### src/rtl/pinmux_pkg.sv
package pinmux_pkg;
  localparam int NGRP      = 4;
  localparam int PPG       = 8;
  localparam int NPINS     = NGRP * PPG;
  localparam int FUNC_W    = 4;
  localparam int HALF_W    = 16;
  localparam int GRP_IDX_W = $clog2(NGRP);

  typedef logic [NGRP*3-1:0] grp_width_t;
  typedef logic [NGRP-1:0]   grp_flag_t;

  function automatic int grp_w(grp_width_t gw, int g);
    return int'(gw[g*3 +: 3]);
  endfunction

  function automatic int grp_words(grp_width_t gw, int g);
    return (grp_w(gw, g) == 2) ? 1 : 2;
  endfunction

  function automatic int grp_base(grp_width_t gw, int g);
    int s;
    s = 0;
    for (int i = 0; i < g; i++) s += grp_words(gw, i);
    return s;
  endfunction

  function automatic int total_words(grp_width_t gw);
    return grp_base(gw, NGRP);
  endfunction

  // bits of word k that hold a field; zero for fixed or unrouted groups
  function automatic logic [HALF_W-1:0] word_keep(grp_width_t gw, grp_flag_t gpio,
                                                  grp_flag_t unr, int k);
    logic [HALF_W-1:0] m;
    int b;
    m = '0;
    for (int g = 0; g < NGRP; g++) begin
      b = grp_base(gw, g);
      if (k >= b && k < b + grp_words(gw, g) && !gpio[g] && !unr[g]) begin
        if (grp_w(gw, g) == 3) m = (k == b) ? 16'h7FFF : 16'h01FF;
        else                   m = 16'hFFFF;
      end
    end
    return m;
  endfunction

  function automatic int pin_half(int w, int p);
    if (w == 2) return 0;
    if (w == 3) return (p >= 5) ? 1 : 0;
    return (p >= 4) ? 1 : 0;
  endfunction

  function automatic int pin_bit(int w, int p);
    if (w == 2) return p * 2;
    if (w == 3) return (p % 5) * 3;
    return (p % 4) * 4;
  endfunction
endpackage

### src/rtl/pinmux_addr_dec.sv
module pinmux_addr_dec
  import pinmux_pkg::*;
#(
  parameter int                ADDR_W       = 8,
  parameter logic [ADDR_W-1:0] BASE_ADDR    = '0,
  parameter grp_width_t        GRP_WIDTH    = {3'd2, 3'd4, 3'd3, 3'd2},
  parameter grp_flag_t         GRP_UNROUTED = '0,
  parameter int                WIDX_W       = 3
) (
  input  logic [ADDR_W-1:0]    addr,
  output logic                 hit,
  output logic [WIDX_W-1:0]    widx,
  output logic [GRP_IDX_W-1:0] grp
);
  localparam int                NWORDS = total_words(GRP_WIDTH);
  localparam logic [ADDR_W-1:0] SPAN   = ADDR_W'(NWORDS * 4);

  logic [ADDR_W:0]   diff;
  logic [ADDR_W-1:0] off;
  logic              in_span;
  int                wi;

  always_comb begin
    diff    = {1'b0, addr} - {1'b0, BASE_ADDR};
    off     = diff[ADDR_W-1:0];
    in_span = !diff[ADDR_W] && (off < SPAN) && (off[1:0] == 2'b00);
    wi      = int'(off >> 2);
    grp     = '0;
    for (int g = 0; g < NGRP; g++) begin
      if (wi >= grp_base(GRP_WIDTH, g) &&
          wi <  grp_base(GRP_WIDTH, g) + grp_words(GRP_WIDTH, g))
        grp = GRP_IDX_W'(g);
    end
    hit  = in_span && !GRP_UNROUTED[grp];
    widx = off[WIDX_W+1:2];
  end
endmodule

### src/rtl/pinmux_word.sv
module pinmux_word #(
  parameter logic [15:0] KEEP = 16'hFFFF
) (
  input  logic        clk,
  input  logic        rst_n,
  input  logic        wr_sel,
  input  logic [31:0] wr_data,
  output logic [15:0] q
);
  logic [15:0] en;
  logic [15:0] q_nxt;

  always_comb begin
    en    = wr_data[31:16] & KEEP;
    q_nxt = (q & ~en) | (wr_data[15:0] & en);
  end

  always_ff @(posedge clk or negedge rst_n) begin
    if (!rst_n)      q <= '0;
    else if (wr_sel) q <= q_nxt;
  end


  hold_unenabled_chk: assert property (@(posedge clk) disable iff (!rst_n)
    wr_sel |=> (((q ^ $past(q)) & ~$past(wr_data[31:16])) == 16'h0));


  idle_hold_chk: assert property (@(posedge clk) disable iff (!rst_n)
    !wr_sel |=> $stable(q));
endmodule

### src/rtl/pinmux_field_map.sv
module pinmux_field_map
  import pinmux_pkg::*;
#(
  parameter grp_width_t GRP_WIDTH     = {3'd2, 3'd4, 3'd3, 3'd2},
  parameter grp_flag_t  GRP_GPIO_ONLY = 4'b1000,
  parameter grp_flag_t  GRP_UNROUTED  = '0,
  parameter int         NWORDS        = 6
) (
  input  logic [NWORDS*HALF_W-1:0] words,
  output logic [NPINS*FUNC_W-1:0]  pin_func
);
  wire unused_words = ^words;

  for (genvar g = 0; g < NGRP; g++) begin : g_grp
    localparam int W    = grp_w(GRP_WIDTH, g);
    localparam int BASE = grp_base(GRP_WIDTH, g);
    for (genvar p = 0; p < PPG; p++) begin : g_pin
      localparam int LSB = (BASE + pin_half(W, p)) * HALF_W + pin_bit(W, p);
      localparam int OUT = (g * PPG + p) * FUNC_W;
      if (GRP_GPIO_ONLY[g] || GRP_UNROUTED[g]) begin : g_fixed
        assign pin_func[OUT +: FUNC_W] = '0;
      end else if (W == 2) begin : g_w2
        assign pin_func[OUT +: FUNC_W] = {2'b00, words[LSB +: 2]};
      end else if (W == 3) begin : g_w3
        assign pin_func[OUT +: FUNC_W] = {1'b0, words[LSB +: 3]};
      end else begin : g_w4
        assign pin_func[OUT +: FUNC_W] = words[LSB +: 4];
      end
    end
  end
endmodule

### src/rtl/pinmux_bank.sv
module pinmux_bank
  import pinmux_pkg::*;
#(
  parameter int                ADDR_W        = 8,
  parameter logic [ADDR_W-1:0] BASE_ADDR     = '0,
  parameter grp_width_t        GRP_WIDTH     = {3'd2, 3'd4, 3'd3, 3'd2},
  parameter grp_flag_t         GRP_GPIO_ONLY = 4'b1000,
  parameter grp_flag_t         GRP_UNROUTED  = 4'b0000
) (
  input  logic                    clk,
  input  logic                    rst_n,
  input  logic                    wr_en,
  input  logic [ADDR_W-1:0]       wr_addr,
  input  logic [31:0]             wr_data,
  output logic                    wr_err,
  input  logic                    rd_en,
  input  logic [ADDR_W-1:0]       rd_addr,
  output logic [31:0]             rd_data,
  output logic                    rd_ack,
  output logic                    rd_err,
  output logic [NPINS*FUNC_W-1:0] pin_func
);
  localparam int NWORDS = total_words(GRP_WIDTH);
  localparam int WIDX_W = (NWORDS > 1) ? $clog2(NWORDS) : 1;

  // reset: asynchronous assertion, synchronous release
  logic rst_meta, rst_q;
  always_ff @(posedge clk or negedge rst_n) begin
    if (!rst_n) begin
      rst_meta <= 1'b0;
      rst_q    <= 1'b0;
    end else begin
      rst_meta <= 1'b1;
      rst_q    <= rst_meta;
    end
  end

  // address decode, one per port
  logic                 w_hit, r_hit;
  logic [WIDX_W-1:0]    w_widx, r_widx;
  logic [GRP_IDX_W-1:0] w_grp, r_grp_unused;

  pinmux_addr_dec #(.ADDR_W(ADDR_W), .BASE_ADDR(BASE_ADDR), .GRP_WIDTH(GRP_WIDTH),
                    .GRP_UNROUTED(GRP_UNROUTED), .WIDX_W(WIDX_W))
    u_wdec (.addr(wr_addr), .hit(w_hit), .widx(w_widx), .grp(w_grp));

  pinmux_addr_dec #(.ADDR_W(ADDR_W), .BASE_ADDR(BASE_ADDR), .GRP_WIDTH(GRP_WIDTH),
                    .GRP_UNROUTED(GRP_UNROUTED), .WIDX_W(WIDX_W))
    u_rdec (.addr(rd_addr), .hit(r_hit), .widx(r_widx), .grp(r_grp_unused));

  // register words
  logic                     wr_ok;
  logic [NWORDS-1:0]        wr_sel;
  logic [HALF_W-1:0]        word_q [NWORDS];
  logic [NWORDS*HALF_W-1:0] words_flat;

  always_comb begin
    wr_ok = wr_en && w_hit && !GRP_GPIO_ONLY[w_grp];
    for (int k = 0; k < NWORDS; k++)
      wr_sel[k] = wr_ok && (int'(w_widx) == k);
  end

  for (genvar k = 0; k < NWORDS; k++) begin : g_word
    pinmux_word #(.KEEP(word_keep(GRP_WIDTH, GRP_GPIO_ONLY, GRP_UNROUTED, k)))
      u_word (.clk(clk), .rst_n(rst_q), .wr_sel(wr_sel[k]), .wr_data(wr_data),
              .q(word_q[k]));
    assign words_flat[k*HALF_W +: HALF_W] = word_q[k];
  end

  pinmux_field_map #(.GRP_WIDTH(GRP_WIDTH), .GRP_GPIO_ONLY(GRP_GPIO_ONLY),
                     .GRP_UNROUTED(GRP_UNROUTED), .NWORDS(NWORDS))
    u_map (.words(words_flat), .pin_func(pin_func));

  // response next state
  logic [HALF_W-1:0] rd_word;
  logic [31:0]       rd_data_nxt;
  logic              rd_ack_nxt, rd_err_nxt, wr_err_nxt;

  always_comb begin
    rd_word = '0;
    for (int k = 0; k < NWORDS; k++)
      if (int'(r_widx) == k) rd_word = word_q[k];
    rd_data_nxt = (rd_en && r_hit) ? {16'h0000, rd_word} : 32'h0;
    rd_ack_nxt  = rd_en;
    rd_err_nxt  = rd_en && !r_hit;
    wr_err_nxt  = wr_en && !w_hit;
  end

  always_ff @(posedge clk or negedge rst_q) begin
    if (!rst_q) begin
      rd_data <= '0;
      rd_ack  <= 1'b0;
      rd_err  <= 1'b0;
      wr_err  <= 1'b0;
    end else begin
      rd_data <= rd_data_nxt;
      rd_ack  <= rd_ack_nxt;
      rd_err  <= rd_err_nxt;
      wr_err  <= wr_err_nxt;
    end
  end


  wr_err_cause_chk: assert property (@(posedge clk) disable iff (!rst_q)
    wr_err |-> $past(wr_en));


  wr_err_no_change_chk: assert property (@(posedge clk) disable iff (!rst_q)
    wr_err |-> $stable(words_flat));


  rd_err_zero_chk: assert property (@(posedge clk) disable iff (!rst_q)
    rd_err |-> (rd_ack && rd_data == 32'h0));


  rd_upper_zero_chk: assert property (@(posedge clk) disable iff (!rst_q)
    rd_ack |-> (rd_data[31:16] == 16'h0));


  gpio_write_ignored_chk: assert property (@(posedge clk) disable iff (!rst_q)
    (wr_en && w_hit && GRP_GPIO_ONLY[w_grp]) |=> $stable(words_flat));
endmodule

### config.mk
export PLATFORM = sky130hd
export DESIGN_NAME = pinmux_bank
export DESIGN_NICKNAME = d
export VERILOG_FILES = /design/src/rtl/pinmux_pkg.sv /design/src/rtl/pinmux_addr_dec.sv /design/src/rtl/pinmux_word.sv /design/src/rtl/pinmux_field_map.sv /design/src/rtl/pinmux_bank.sv
export SDC_FILE = /design/constraint.sdc
export NUM_CORES = 1
export LEC_CHECK = 0
export ABC_CLOCK_PERIOD_IN_PS = 4900
export BUFFER_PORTS_ARGS = -buffer_cell sky130_fd_sc_hd__buf_2
export CORE_ASPECT_RATIO = 1.25
export CORE_MARGIN = 10
export CORE_UTILIZATION = 53
export DETAILED_ROUTE_END_ITERATION = 12
export GPL_TIMING_DRIVEN = 0
export PLACE_DENSITY = 0.86
export SLEW_MARGIN = 20
export SYNTH_ARGS = -nofsm -noshare
export SYNTH_HDL_FRONTEND = slang
export SYNTH_SLANG_ARGS = --single-unit
### constraint.sdc
create_clock -name clk -period 4.9 [get_ports clk]
set_clock_uncertainty 0.05 [all_clocks]
set_input_delay 0.49 -clock clk [delete_from_list [all_inputs] [get_ports clk]]
set_output_delay 0.49 -clock clk [all_outputs]
set_load 0.03 [all_outputs]
After elaboration in Yosys (flattened, before gate mapping)
Cells that the tools add are included.
- input bits: 52
- output and inout port bits: 163
- bits in registers: 101
- reductions and logical operators: 29
- bitwise gates (word level): 16
- equal/unequal tests: 9
- multiplexer cells: 19
- order comparisons: 16
- operators with widths (kind ; number):
    two-way mux 16 bit ; 7
    bitwise AND 16 bit ; 6
    OR 16 bit ; 5
    less-than comparator 6 x 3 -> 1 bit, second input constant ; 4
    == test 3 bit, second input constant ; 7
    logical AND 1 bit ; 20
    bitwise AND 16 x 15 -> 16 bit ; 1
    bitwise AND 16 x 9 -> 16 bit ; 1
    less-than comparator 8 x 5 -> 1 bit, second input constant ; 2
    NOT 15 -> 16 bit ; 1
    NOT 16 bit ; 1
    NOT 9 -> 16 bit ; 1
    >= comparator 6 x 1 -> 1 bit, second input constant ; 2
    >= comparator 6 x 2 -> 1 bit, second input constant ; 2
    >= comparator 6 x 3 -> 1 bit, second input constant ; 2
    less-than comparator 6 x 2 -> 1 bit, second input constant ; 2
    two-way mux 2 bit ; 4
    binary-select mux 1 bit (select 2 bit) ; 3
    == test 3 x 2 -> 1 bit, second input constant ; 2
    logical NOT 3 bit ; 2
    less-than comparator 2 x 3 -> 1 bit, second input constant ; 2
    logical NOT 1 bit ; 5
    two-way mux 1 bit ; 5
    logical NOT 2 bit ; 2

Depth between registers and ports, before layout
- depth in word-level cells: 12
- mapped depth: 6
- gate-level depth less buffers: 3

Hierarchy
A second synthesis with hierarchy kept.
- cell total of the unflattened synthesis: 586
- area, all modules: 6109.6 sq um
- modules (own cells, without submodules) (module ; cells an instance ; times used ; area each (sq um) ; seq. area each (sq um)):
    pinmux_word at g_word[0].u_word ... ; 50 ; 3 ; 700.7 ; 400.4
    pinmux_bank ; 188 ; 1 ; 1666.6 ; 525.5
    pinmux_field_map ; 129 ; 1 ; 964.7 ; 0.0
    pinmux_word at g_word[1].u_word ; 48 ; 1 ; 660.6 ; 375.4
    pinmux_word at g_word[2].u_word ; 36 ; 1 ; 461.7 ; 225.2
    pinmux_addr_dec ; 9 ; 2 ; 65.1 ; 0.0
    pinmux_word at g_word[5].u_word ; 17 ; 1 ; 123.9 ; 0.0

Worst setup path after synthesis
Ideal clock, no wire load.
- path kind: in2reg
- start: in wr_addr[4]
- end: reg (tool-made name)
- stages on the path: 6
- path slack: 2743 ps
- data required time: 4725 ps
- path buffers: 3
- library setup time: 125 ps
- arrival time: 1982 ps
- cells stage by stage: buf_6 -> or4_4 -> buf_6 -> buf_6 -> nor4_2 -> mux2_2
- RTL lines (item ; line ; text):
    start, declared ; pinmux_bank.sv:13 ; input logic [ADDR_W-1:0] wr_addr,

Final worst setup path
- start: in rd_addr[4]
- end: reg rd_data[7]
- cells in the longest elaborated chain, start to end: 11
- ends and longest elaborated chain (item ; line ; text):
    start, declared ; pinmux_bank.sv:17 ; input logic [ADDR_W-1:0] rd_addr,
    >= comparator 6 x 1 -> 1 bit / less-than comparator 6 x 2 -> 1 bit (equally long branches) ; pinmux_addr_dec.sv:30, pinmux_addr_dec.sv:31 ;
    logical AND 1 bit ; pinmux_addr_dec.sv:30 ; if (wi >= grp_base(GRP_WIDTH, g) &&
    two-way mux 1 bit ; pinmux_addr_dec.sv:30 ;
    two-way mux 2 bit (2 in series) ; pinmux_addr_dec.sv:30 ;
    binary-select mux 1 bit (select 2 bit) ; pinmux_addr_dec.sv:34 ; hit = in_span && !GRP_UNROUTED[grp];
    two-way mux 1 bit (not written as such) ; pinmux_addr_dec.sv:34 ;
    logical NOT 1 bit ; pinmux_addr_dec.sv:34 ;
    logical AND 1 bit ; pinmux_addr_dec.sv:34 ;
    logical AND 1 bit ; pinmux_bank.sv:83 ; rd_data_nxt = (rd_en && r_hit) ? {16'h0000, rd_word} : 32'h0;
    two-way mux 16 bit (*) ; pinmux_bank.sv:83 ;
    named net rd_data_nxt[7] ; pinmux_bank.sv:76 ; logic [31:0] rd_data_nxt;
    end signal, assigned ; pinmux_bank.sv:96 ; rd_data <= rd_data_nxt;
    end, declared ; pinmux_bank.sv:18 ; output logic [31:0] rd_data,
Mark *: on every way through the listed nets, which the timed path passes. The rest lies on a longest branch. The select of a mux whose other input is x is not followed.
A chain may end at the register's enable or synchronous reset.

==> run summary <==
outcome - finished clean
CTS tree - yes
Die Area - 0.01463 sq mm
number of global-route vias before repair - 4773
Area Overhead vs Synth - 27.82%
total CTS buffers - 9
EDFF count, synth - 0
Via Count - 4747
Die Y - 132.8 microns
# rows - 41
setup bufs post-CTS - 0
CTS clk-pin slew, worst paths - 0.06 ns
area fraction in compound gates after synthesis - 4.524%
Fin. Hold Viols - 0
Setup Slack @ Placement - 2.124 ns
Hold Crit Class - input port to flop
Synth top area share - 43.16%
DP Area - 0.006530 sq mm
clk_lat worst skew - 0.36 ns
synthesis warning total - 0
Routability Congestion - 0.8994
CTS Buffer Depth - 2
Residual DRC - 0
CP required - 5.08 ns
multiplexer area fraction after synthesis - 19.54%
switching share of power - 28.21%
Yosys reg bits - 93
Worst setup SP type - input port
DP Wirelength - 13.75 mm
critical path arrival - 2.68 ns
leading area contributor after synthesis - dfrtp_1
Max VDD drop - 0.0002306 V
pin count of the biggest net entering global routing - 49
Via density - 5.539
Routed Antenna Nets - 0
final setup fails - 0
setup TNS - 0 ns
count of pins over their slew limit - 0
WL/cell - 20.64 microns
crit end category - flop
Synth Area in XOR/XNOR - 0%
post-synthesis adder-cell area fraction - 0%
Mean Syn Cell Area - 10.74 sq um
sequential share of power - 41.1%
maximum clock frequency - 401.5 MHz
Tcrit/Tclk final - 50.83%
post-layout min period - 2.491 ns
Leakage Power - 0.003606 uW
Comb power frac - 17.2%
port bufs - 136
clock sinks - 93
H-tree depth - 3
post-route core utilization - 68.91%
Switch Pwr - 553.3 uW
post-route cell area - 0.006893 sq mm
total gr overflow - 0
Synth Area in Simple Gates - 18.54%
DRT iter0 DRCs - 329
ys async rst share - 100.0%
predominant post-synthesis flop cell - dfrtp_1
CP Class - input port to flop
Final #Nets - 774
Power Dens Cells - 284.6 mW/mm^2
synth unique cells - 36
Starting Density - 53.91%
layout cells sized above 1 - 43.88%
top area cells in the synthesized netlist - dfrtp_1, mux2_2, buf_4, nor4_1, mux2i_1
Pre-antenna DRT Iters - 5
synthesized area - 0.005393 sq mm
max-cap violation count - 0
clock share of power - 41.7%
root buf cell - clkbuf_16
Seq/Total Area, Yosys - 43.16%
Total GRT Usage - 23.42%
worst slew pin tran - 1.025 ns
area of the core - 0.01000 sq mm
RSZ-0062 raised after global routing - no
internal power - 1408 uW
routed wire length - 17.69 mm
Syn Inst Count - 502
initial antenna violation count - 4
relative slew slack - 31.12%
crit-path max FO - 10
post-CTS sizing - 0
first-pass GRT wire length - 26.90 mm
I/O pins - 215
Die Wd - 110.2 microns
largest family of logic cells by synthesized area - multiplexers
setup ws final - 2.409 ns
[critical path: stages]
cell,delay [ns]
clkbuf_1,0.33
clkbuf_1,0.52
clkbuf_1,0.58
nand2_1,0.38
o221a_2,0.37
[timing repair]
| action | 4_1_cts | 5_1_grt |
|---|---|---|
| hold endpoints to repair | 2 | 0 |
| hold buffers | 1 | 0 |
| setup endpoints to repair | 0 | 0 |
[power groups by stage]
stage	Sequential, uW	Clock (uW)	Combinational [uW]
6_report	807	817	337
5_1_grt	810	850	359
4_1_cts	807	814	329
3_5_place_dp	821	0	327
3_3_place_gp	825	0	313
2_1_floorplan	857	0	203
[cell families (layout without fill, tap and decap cells)]
family	Yosys count	in the layout
buffers and inverters	120	274
AOI/OAI and AO/OA	29	29
muxes	96	96
DFF	93	93
other	2	74
and+or+nand+nor	162	162
[stage by stage]
step                      total power [uW]  instances  hold slack [ns]
after global placement                1138        838           0.2258
after detailed placement              1148        839           0.2294
after floorplan                       1060        573           0.1444
final                                 1961        857           0.2391
after CTS                             1951        856           0.2380
after global routing                  2019        857           0.2514
[cell usage in the layout (no fill, tap or decap), types with 6 or more instances in the layout]
cell type	count
a211oi_1	7
buf_2	138
nand4_1	15
buf_4	72
conb_1	73
nand4b_1	6
nor4_1	43
o221a_2	6
clkbuf_16	9
mux2_1	10
mux2i_1	22
nor4_2	11
inv_1	10
clkbuf_1	28
nor2_1	10
nor3b_1	6
nand2b_1	8
dfrtp_1	92
nand2_1	30
o22a_1	7
mux2_2	64
nor3_1	16
[layout make-up]
type | instances | area, sq um
inverter | 10 | 37.54
tap | 129 | 161.4
buffer | 110 | 723.2
clock inverter | 5 | 107.6
sequential | 93 | 2331
fill | 750 | 3110
antenna | 1 | 2.502
multi-input combinational | 360 | 2576
clock buffer | 11 | 242.7
timing repair buffer | 138 | 710.7
[synthesized netlist by cell type (2+ instances only)]
| cell | number |
|---|---|
| nand2b_1 | 8 |
| a32oi_1 | 2 |
| mux2_1 | 10 |
| buf_4 | 72 |
| nand2_1 | 30 |
| buf_6 | 5 |
| or2_2 | 3 |
| a211oi_1 | 7 |
| clkbuf_1 | 27 |
| nand3_1 | 2 |
| a21oi_1 | 4 |
| buf_1 | 4 |
| mux2i_1 | 22 |
| nor2b_1 | 2 |
| nand4b_1 | 6 |
| nor4_2 | 11 |
| nor4_1 | 43 |
| dfrtp_1 | 93 |
| nor3_1 | 16 |
| inv_1 | 10 |
| nor2_1 | 10 |
| o221a_2 | 6 |
| mux2_2 | 64 |
| o22a_1 | 7 |
| nand4_1 | 15 |
| nand3b_1 | 5 |
| buf_2 | 2 |
| conb_1 | 2 |
| nor3b_1 | 7 |
[final timing paths]
check	from	cells after the start	to	slack (ns)
hold reg to reg	rst_q$_DFF_PN0_	0	rd_data[11]$_DFF_PN0_	0.30
setup / recovery	rd_addr[4]	5	rd_data[7]$_DFF_PN0_	2.41
setup reg to reg	flop	3	rd_data[5]$_DFF_PN0_	3.77
hold / removal	rd_en	1	rd_ack$_DFF_PN0_	0.24
max in group asynchronous	rst_q$_DFF_PN0_	1	rd_data[0]$_DFF_PN0_	3.84
min in group asynchronous	rst_q$_DFF_PN0_	0	rd_data[11]$_DFF_PN0_	0.30
[layer usage]
| layer | routed length, microns | track usage, % |
|---|---|---|
| met1 | 6297 | 26.20 |
| met2 | 8722 | 39.31 |
| met3 | 2205 | 9.232 |
| met4 | 440 | 7.725 |
| met5 | 23 | 0 |
Note: power is estimated with default switching activity, not from simulation.
